## config.mk

```make
export PLATFORM = sky130hd
export DESIGN_NAME = prio_irq_ctrl
export DESIGN_NICKNAME = d
export VERILOG_FILES = /design/src/rtl/prio_irq_pkg.sv /design/src/rtl/pic_src_bank.sv /design/src/rtl/pic_arbiter.sv /design/src/rtl/pic_level_stack.sv /design/src/rtl/prio_irq_ctrl.sv
export SDC_FILE = /design/constraint.sdc
export NUM_CORES = 1
export LEC_CHECK = 0
export BUFFER_PORTS_ARGS = -buffer_cell sky130_fd_sc_hd__buf_2
export CORE_ASPECT_RATIO = 1.4
export CORE_UTILIZATION = 56
export CTS_CLUSTER_SIZE = 16
export DETAILED_ROUTE_END_ITERATION = 8
export HOLD_SLACK_MARGIN = 0.08
export PLACE_DENSITY = 0.84
export RECOVER_POWER = 50
export SYNTH_ARGS = -nofsm -noshare
export SYNTH_HDL_FRONTEND = slang
export SYNTH_SLANG_ARGS = --single-unit
```

## constraint.sdc

```tcl
create_clock -name clk -period 11.9 [get_ports clk]
set_input_delay 0 -clock clk [delete_from_list [all_inputs] [get_ports clk]]
set_output_delay 0 -clock clk [all_outputs]
set_load 0.01 [all_outputs]
```

## src/rtl/prio_irq_pkg.sv

```systemverilog
// Package: shared widths, the register address map and the priority type
// used throughout the interrupt controller.
package prio_irq_pkg;
    localparam int NLEVELS = 8;
    localparam int PRIO_W  = $clog2(NLEVELS);
    localparam int ADDR_W  = 5;

    typedef logic [PRIO_W-1:0] prio_t;

    // Addresses 0 .. NSRC-1 hold the per-source configuration words.
    localparam logic [ADDR_W-1:0] A_ENABLE  = 5'h10;
    localparam logic [ADDR_W-1:0] A_DISABLE = 5'h11;
    localparam logic [ADDR_W-1:0] A_MASK    = 5'h12;
    localparam logic [ADDR_W-1:0] A_PEND    = 5'h13;
    localparam logic [ADDR_W-1:0] A_VECTOR  = 5'h14;
    localparam logic [ADDR_W-1:0] A_EOI     = 5'h15;
    localparam logic [ADDR_W-1:0] A_SPUR    = 5'h16;
    localparam logic [ADDR_W-1:0] A_CTRL    = 5'h17;
    localparam logic [ADDR_W-1:0] A_PCLR    = 5'h18;
endpackage

```

## src/rtl/pic_src_bank.sv

```systemverilog
// Module: per-source capture and mask state.
// For each source it holds the mask bit and the pending bit. Pending either
// follows the input (level) or latches a rising edge until cleared (edge).
// Assumes src_in is synchronous to clk.
module pic_src_bank #(
    parameter int NSRC = 8
) (
    input  logic            clk,
    input  logic            rst_n,
    input  logic [NSRC-1:0] src_in,
    input  logic [NSRC-1:0] edge_mode,
    input  logic [NSRC-1:0] set_mask,
    input  logic [NSRC-1:0] clr_mask,
    input  logic [NSRC-1:0] ack_clr,
    input  logic [NSRC-1:0] sw_clr,
    output logic [NSRC-1:0] pending,
    output logic [NSRC-1:0] mask
);
    logic [NSRC-1:0] prev_q;

    for (genvar i = 0; i < NSRC; i++) begin : g_src
        // Track the previous input, the mask and the pending state of source i.
        always_ff @(posedge clk) begin
            if (!rst_n) begin
                prev_q[i]  <= 1'b0;
                mask[i]    <= 1'b0;
                pending[i] <= 1'b0;
            end else begin
                prev_q[i] <= src_in[i];
                if (set_mask[i])      mask[i] <= 1'b1;
                else if (clr_mask[i]) mask[i] <= 1'b0;
                if (!edge_mode[i])                pending[i] <= src_in[i];
                else if (src_in[i] && !prev_q[i]) pending[i] <= 1'b1;
                else if (ack_clr[i] || sw_clr[i]) pending[i] <= 1'b0;
            end
        end

        a_r8_edge_hold: assert property (@(posedge clk) disable iff (!rst_n)
            edge_mode[i] && pending[i] && !ack_clr[i] && !sw_clr[i] |=> pending[i]);
        a_r2_mask_set: assert property (@(posedge clk) disable iff (!rst_n)
            set_mask[i] |=> mask[i]);
        a_r2_mask_clear: assert property (@(posedge clk) disable iff (!rst_n)
            clr_mask[i] && !set_mask[i] |=> !mask[i]);
    end
endmodule

```

## src/rtl/pic_arbiter.sv

```systemverilog
// Module: combinational winner selection.
// Picks the candidate with the highest priority. Ties go to the lowest index
// because a later index must strictly exceed the current best to take over.
module pic_arbiter
    import prio_irq_pkg::*;
#(
    parameter int NSRC = 8
) (
    input  logic [NSRC-1:0]         cand,
    input  logic [NSRC-1:0][PRIO_W-1:0] prio,
    output logic                    found,
    output logic [$clog2(NSRC)-1:0] win_idx,
    output prio_t                   win_prio
);
    localparam int IW = $clog2(NSRC);

    // Scan the sources upward and keep the strictly better one.
    always_comb begin
        found    = 1'b0;
        win_idx  = '0;
        win_prio = '0;
        for (int i = 0; i < NSRC; i++) begin
            if (cand[i] && (!found || prio[i] > win_prio)) begin
                found    = 1'b1;
                win_idx  = IW'(i);
                win_prio = prio[i];
            end
        end
    end
endmodule

```

## src/rtl/pic_level_stack.sv

```systemverilog
// Module: stack of the priority levels being serviced.
// A push stores the acknowledged level and a pop restores the one below it.
// Assumes DEPTH is a power of two. A pop on an empty stack is ignored.
module pic_level_stack
    import prio_irq_pkg::*;
#(
    parameter int DEPTH = NLEVELS
) (
    input  logic                       clk,
    input  logic                       rst_n,
    input  logic                       push,
    input  logic                       pop,
    input  prio_t                      lvl,
    output logic [$clog2(DEPTH+1)-1:0] depth,
    output prio_t                      top,
    output logic                       nonempty
);
    localparam int IW = $clog2(DEPTH);
    localparam int DW = $clog2(DEPTH + 1);

    prio_t ent_q [DEPTH];

    // Update the entries and the fill count on a push or a pop.
    always_ff @(posedge clk) begin
        if (!rst_n) begin
            depth <= '0;
            for (int k = 0; k < DEPTH; k++) ent_q[k] <= '0;
        end else if (push && !pop && depth < DW'(DEPTH)) begin
            ent_q[depth[IW-1:0]] <= lvl;
            depth <= depth + 1'b1;
        end else if (pop && !push && depth != '0) begin
            depth <= depth - 1'b1;
        end else if (push && pop && depth != '0) begin
            ent_q[IW'(depth - 1'b1)] <= lvl;
        end
    end

    assign nonempty = (depth != '0);
    assign top      = ent_q[IW'(depth - 1'b1)];

    a_r11_push_room: assert property (@(posedge clk) disable iff (!rst_n)
        push && !pop |-> depth < DW'(DEPTH));
    a_r11_pop_empty_hold: assert property (@(posedge clk) disable iff (!rst_n)
        pop && !push && depth == '0 |=> depth == '0);
    a_r7_push_top: assert property (@(posedge clk) disable iff (!rst_n)
        push && !pop |=> top == $past(lvl));
endmodule

```

## src/rtl/prio_irq_ctrl.sv

```systemverilog
// Module: top of the vectored priority interrupt controller.
// Holds the configuration registers and decodes register accesses, then
// combines the source bank, the arbiter and the level stack into irq_n, fiq_n
// and the vector. Assumes one register access per cycle and NSRC <= DATA_W.
module prio_irq_ctrl
    import prio_irq_pkg::*;
#(
    parameter int                NSRC     = 8,
    parameter int                DATA_W   = 8,
    parameter logic [DATA_W-1:0] SPUR_RST = {DATA_W{1'b1}}
) (
    input  logic              clk,
    input  logic              rst_n,
    input  logic [NSRC-1:0]   src_in,
    input  logic              reg_wr,
    input  logic              reg_rd,
    input  logic [ADDR_W-1:0] reg_addr,
    input  logic [DATA_W-1:0] reg_wdata,
    output logic [DATA_W-1:0] reg_rdata,
    output logic              irq_n,
    output logic              fiq_n
);
    localparam int SW = $clog2(NSRC);
    localparam int DW = $clog2(NLEVELS + 1);
    localparam logic [ADDR_W-1:0] CFG_LIM = ADDR_W'(NSRC);

    logic [NSRC-1:0][PRIO_W-1:0] cfg_prio_q;
    logic [NSRC-1:0]             cfg_edge_q;
    logic [DATA_W-1:0]           spur_q;
    logic                        protect_q;

    logic [NSRC-1:0] pending, mask, cand, set_mask, clr_mask, ack_clr, sw_clr;
    logic            found, eligible, ack, push, pop, nonempty;
    logic            vec_rd, vec_wr;
    logic [SW-1:0]   win_idx;
    prio_t           win_prio, top;
    logic [DW-1:0]   depth;

    // Write the per-source configuration, the spurious value and protect mode.
    always_ff @(posedge clk) begin
        if (!rst_n) begin
            cfg_prio_q <= '0;
            cfg_edge_q <= '0;
            spur_q     <= SPUR_RST;
            protect_q  <= 1'b0;
        end else if (reg_wr) begin
            if (reg_addr < CFG_LIM) begin
                cfg_prio_q[reg_addr[SW-1:0]] <= reg_wdata[PRIO_W-1:0];
                cfg_edge_q[reg_addr[SW-1:0]] <= reg_wdata[PRIO_W];
            end
            if (reg_addr == A_SPUR) spur_q    <= reg_wdata;
            if (reg_addr == A_CTRL) protect_q <= reg_wdata[0];
        end
    end

    // Decode the command registers into per-source strobes.
    always_comb begin
        set_mask = (reg_wr && reg_addr == A_ENABLE)  ? reg_wdata[NSRC-1:0] : '0;
        clr_mask = (reg_wr && reg_addr == A_DISABLE) ? reg_wdata[NSRC-1:0] : '0;
        sw_clr   = (reg_wr && reg_addr == A_PCLR)    ? reg_wdata[NSRC-1:0] : '0;
        vec_rd   = reg_rd && reg_addr == A_VECTOR;
        vec_wr   = reg_wr && reg_addr == A_VECTOR;
        pop      = reg_wr && reg_addr == A_EOI;
        ack      = eligible && (protect_q ? vec_wr : vec_rd);
        push     = ack;
        ack_clr  = ack ? (NSRC'(1) << win_idx) : '0;
    end

    pic_src_bank #(.NSRC(NSRC)) u_bank (
        .clk(clk), .rst_n(rst_n), .src_in(src_in), .edge_mode(cfg_edge_q),
        .set_mask(set_mask), .clr_mask(clr_mask), .ack_clr(ack_clr),
        .sw_clr(sw_clr), .pending(pending), .mask(mask)
    );

    // Only the normal sources take part in vectoring; source 0 is excluded.
    assign cand = pending & mask & ~NSRC'(1);

    pic_arbiter #(.NSRC(NSRC)) u_arb (
        .cand(cand), .prio(cfg_prio_q), .found(found),
        .win_idx(win_idx), .win_prio(win_prio)
    );

    pic_level_stack #(.DEPTH(NLEVELS)) u_stack (
        .clk(clk), .rst_n(rst_n), .push(push), .pop(pop), .lvl(win_prio),
        .depth(depth), .top(top), .nonempty(nonempty)
    );

    // A winner qualifies only when it is above the level being serviced.
    assign eligible = found && (!nonempty || win_prio > top);
    assign irq_n    = !eligible;
    assign fiq_n    = !(pending[0] && mask[0]);

    // Return the register selected by the address.
    always_comb begin
        reg_rdata = '0;
        if (reg_addr < CFG_LIM)
            reg_rdata = DATA_W'({cfg_edge_q[reg_addr[SW-1:0]], cfg_prio_q[reg_addr[SW-1:0]]});
        else begin
            case (reg_addr)
                A_MASK:   reg_rdata = DATA_W'(mask);
                A_PEND:   reg_rdata = DATA_W'(pending);
                A_VECTOR: reg_rdata = eligible ? DATA_W'(win_idx) : spur_q;
                A_SPUR:   reg_rdata = spur_q;
                A_CTRL:   reg_rdata = DATA_W'(protect_q);
                default:  reg_rdata = '0;
            endcase
        end
    end

    a_r3_fast_not_vectored: assert property (@(posedge clk) disable iff (!rst_n)
        ack |-> win_idx != '0);
    a_r4_irq_has_source: assert property (@(posedge clk) disable iff (!rst_n)
        !irq_n |-> (pending[NSRC-1:1] & mask[NSRC-1:1]) != '0);
    a_r6_spurious_no_push: assert property (@(posedge clk) disable iff (!rst_n)
        vec_rd && !eligible && !reg_wr |=> $stable(depth));
    a_r9_protect_read_quiet: assert property (@(posedge clk) disable iff (!rst_n)
        vec_rd && protect_q && !reg_wr |=> $stable(depth));
endmodule

```

==> out/qor.csv <==
metric,value,unit
Syn Area/Cell,9.22,um^2
Nets,689,
placed inst area,5790,um^2
CTS tree,done,
worst skew pair latency,0.36,ns
first-pass GRT wire length,24300,um
"CTS clk-pin slew, worst paths",0.07,ns
# rows,42,
detailed placer's ending HPWL,10900,um
pin count of the biggest net entering global routing,80,
Num CTS Buffers,9,
Setup TNS,0,ns
Layout fillers,777,
Die H,120,um
clk sinks,93,
Die Area,10400,um^2
Crit path buffers/inverters,1,
area grow syn2layout,12.2,%
status,finished clean,
dominant synthesized flop cell,dfxtp_1,
ANT cells,0,
Arrival @ worst endpoint,11.27,ns
Setup Skew,0.0120,ns
Post-Layout Inst Area,6250,um^2
antenna violations before repair,0,
routed via count,4961,
aggregate global routing overflow,0,
Pwr per Cell Area,107,nW/um^2
peak supply drop,94.4,uV
routed wire length,15200,um
Synthesized Nets,653,
vias in the first global route,4833,
Final setup viols,0,
RSZ-0062 raised after global routing,false,
CP max stage cell,nor4b_2,
layout cells sized above 1,14.7,%
starting density of the core,58.2,%
Max clock buf depth,2,
H-tree Lvls,3,
pre-CTS setup slack,0.862,ns
Post-Syn Area,5570,um^2
root buffer cell,clkbuf_16,
die width,86.3,um
critical path class,reg -> reg,
max_cap viols,0,
number of setup buffers added after CTS,0,
worst-margin pin slew,1.14,ns
Slew Limit Fails,0,
drt pass-1 iters,5,
post-synthesis cell type count,73,
YS warnings,0,
# IOs,35,
I/O Buffers,34,
CORE AREA,9560,um^2
final worst-path setup slack,0.692,ns
Worst path max stage delay,0.77,ns
Post-synth ARST share,0,%
post-synthesis sequential area ratio,37.7,%
Max Clk Rate,89.2,MHz
relative slew slack,23.5,%
worst min-delay path class,in -> reg,
Most Frequent Cell on Critical Path,ha_1,
final hold violations,0,
gpl congestion,0.960,
Crit Path Max Fanout,13,
cell family contributing the most delay on the critical path,compound AO/OA/AOI/OAI gates,
Total Routing Usage GR,31.0,%
CP required,11.96,ns
Post-Syn Instances,604,
Post-DRT Antenna Nets,0,
DRC Markers,0,
fin crit period,11.21,ns
routed len/inst,19.6,um
Critical Path End Type,flip-flop,
starting DRC count in detailed routing,527,
final worst-path cycle share,94.2,%
Post-synth EDFFs,24,
LEAKAGE,2.40,nW
Setup crit start kind,flip-flop,
vias per std cell,6.38,
Synth Register Bits,93,
[cell usage in the layout, fill, tap and decap left out, types with 4 or more instances in the layout]
cell type,Yosys,layout
dlygate4sd3_1,0,17
mux4_2,14,14
nand2_1,87,87
nor3_1,10,9
and2_1,12,4
ha_1,24,24
a21boi_0,16,16
nor2_1,49,49
clkbuf_1,19,6
o21a_1,5,5
a21oi_1,8,8
edfxtp_1,24,24
a221oi_1,4,4
o21ai_0,14,13
nor2b_1,32,32
a22oi_1,13,12
mux2i_1,25,25
dfxtp_1,69,69
a31oi_1,4,4
and2_0,0,8
clkbuf_16,0,9
nand2b_1,6,6
or3_1,4,4
a21o_1,7,7
inv_1,22,22
a222oi_1,4,4
a211oi_1,4,4
buf_2,3,31
nand3b_1,4,4
mux2_2,9,9
nand3_1,40,39
a221o_1,5,5
a22o_1,10,10
[cell type report]
type	count	area (um^2)	share of cell area [%]
multi-input combinational	458	3240	51.9
sequential	93	2100	33.6
timing repair buffer	56	363	5.81
clock buffer	9	225	3.60
tap	132	165	2.64
inverter	22	82.6	1.32
clock inverter	7	66.3	1.06
[cells by family (layout without fill, tap and decap cells)]
group / Yosys count / count (layout) / share of synthesized area (%)
flip-flops: 93 / 93 / 37.7
multiplexers: 48 / 48 / 12.0
XOR/XNOR: 2 / 2 / 0.315
buffers and inverters: 53 / 94 / 4.38
AO/OA/AOI/OAI: 117 / 117 / 16.6
adder cells (fa/ha/maj): 24 / 24 / 5.39
AND/OR/NAND/NOR: 267 / 267 / 23.6
[layer usage]
| metal | track usage (%) | vias up | routed length [um] |
|---|---|---|---|
| li1 | - | 2280 | - |
| met1 | 34.4 | 2341 | 5440 |
| met2 | 53.3 | 264 | 7730 |
| met3 | 4.95 | 76 | 1100 |
| met4 | 21.8 | 0 | 960 |
| met5 | 0 | - | 0 |
[worst reg2reg max path: cells and delay by family (launching register included)]
kind	cells	cell delay, ns
AO/OA/AOI/OAI	19	4.77
buffers and inverters	1	0.08
adder cells (fa/ha/maj)	7	1.97
multiplexers	1	0.41
flip-flops	1	0.45
AND/OR/NAND/NOR	14	3.23
[metrics by stage]
step | total power [mW] | util [%] | cells | hold slack (ns)
floorplan | 0.370 | - | 604 | 0.122
global placement | 0.384 | 60.5 | 744 | 0.216
detailed placement | 0.386 | 60.5 | 744 | 0.222
CTS | 0.668 | 65.3 | 777 | 0.127
global route | 0.683 | 65.3 | 777 | 0.198
finish | 0.666 | 65.3 | 777 | 0.130
[path summary, 6_finish.rpt]
kind	end	slack [ns]	depth (start not counted)	from
worst max-delay path	u_stack.ent_q[7][0]$_SDFFCE_PN0P_	0.69	42	u_bank.mask[1]$_SDFFE_PN0P_
worst min-delay path	cfg_edge_q[3]$_SDFFE_PN0P_	0.13	4	reg_addr[3]
worst max register to register	u_stack.ent_q[7][0]$_SDFFCE_PN0P_	0.69	42	u_bank.mask[1]$_SDFFE_PN0P_
worst min register to register	spur_q[4]$_SDFFE_PN1P_	0.47	2	spur_q[4]$_SDFFE_PN1P_
[synthesized netlist by cell type (2+ instances only)]
| master | instances | area [um^2] |
|---|---|---|
| buf_6 | 3 | 33.8 |
| o2111ai_1 | 2 | 17.5 |
| clkbuf_1 | 19 | 71.3 |
| a22oi_1 | 13 | 97.6 |
| a31oi_1 | 4 | 25.0 |
| nand2_1 | 87 | 327 |
| nor4_1 | 4 | 25.0 |
| nor3_1 | 10 | 50.1 |
| ha_1 | 24 | 300 |
| edfxtp_1 | 24 | 721 |
| mux2i_1 | 25 | 250 |
| buf_2 | 3 | 15.0 |
| mux2_2 | 9 | 101 |
| a21oi_1 | 8 | 40.0 |
| and3_2 | 2 | 15.0 |
| nand3_1 | 40 | 200 |
| a221oi_1 | 4 | 35.0 |
| buf_4 | 2 | 15.0 |
| o21a_1 | 5 | 37.5 |
| nand2b_1 | 6 | 37.5 |
| a21boi_0 | 16 | 120 |
| o211ai_1 | 2 | 15.0 |
| or3_1 | 4 | 25.0 |
| a22o_1 | 10 | 87.6 |
| mux4_2 | 14 | 315 |
| nor2_1 | 49 | 184 |
| a211oi_1 | 4 | 30.0 |
| a221o_1 | 5 | 50.1 |
| inv_1 | 22 | 82.6 |
| o21ai_0 | 14 | 70.1 |
| and3_1 | 2 | 12.5 |
| a311o_1 | 2 | 20.0 |
| a21o_1 | 7 | 52.6 |
| buf_1 | 2 | 7.51 |
| nand4_1 | 3 | 18.8 |
| a222oi_1 | 4 | 40.0 |
| nand3b_1 | 4 | 30.0 |
| dfxtp_1 | 69 | 1380 |
| nor2b_1 | 32 | 200 |
| and2_1 | 12 | 75.1 |
[what timing repair did]
item / CTS / global route
hold endpoints to repair: 43 / 0
resized for setup: 0 / 4
hold buffers: 17 / 0
setup endpoints to repair: 0 / 29
[where the power goes]
group          internal (mW)  switching [mW]  total [mW]
Clock                  0.147           0.136       0.282
Sequential             0.330         0.00583       0.336
Combinational         0.0203          0.0276      0.0479
[registers in the layout, summed over array words and instances (netlist names)]
register,cells
u_bank.prev_q,8
protect_q,1
u_bank.pending,8
u_bank.mask,8
spur_q,8
u_stack.ent_q,24
cfg_edge_q,8
u_stack.depth,4
cfg_prio_q,24
Power figures use the tool's default switching activity.
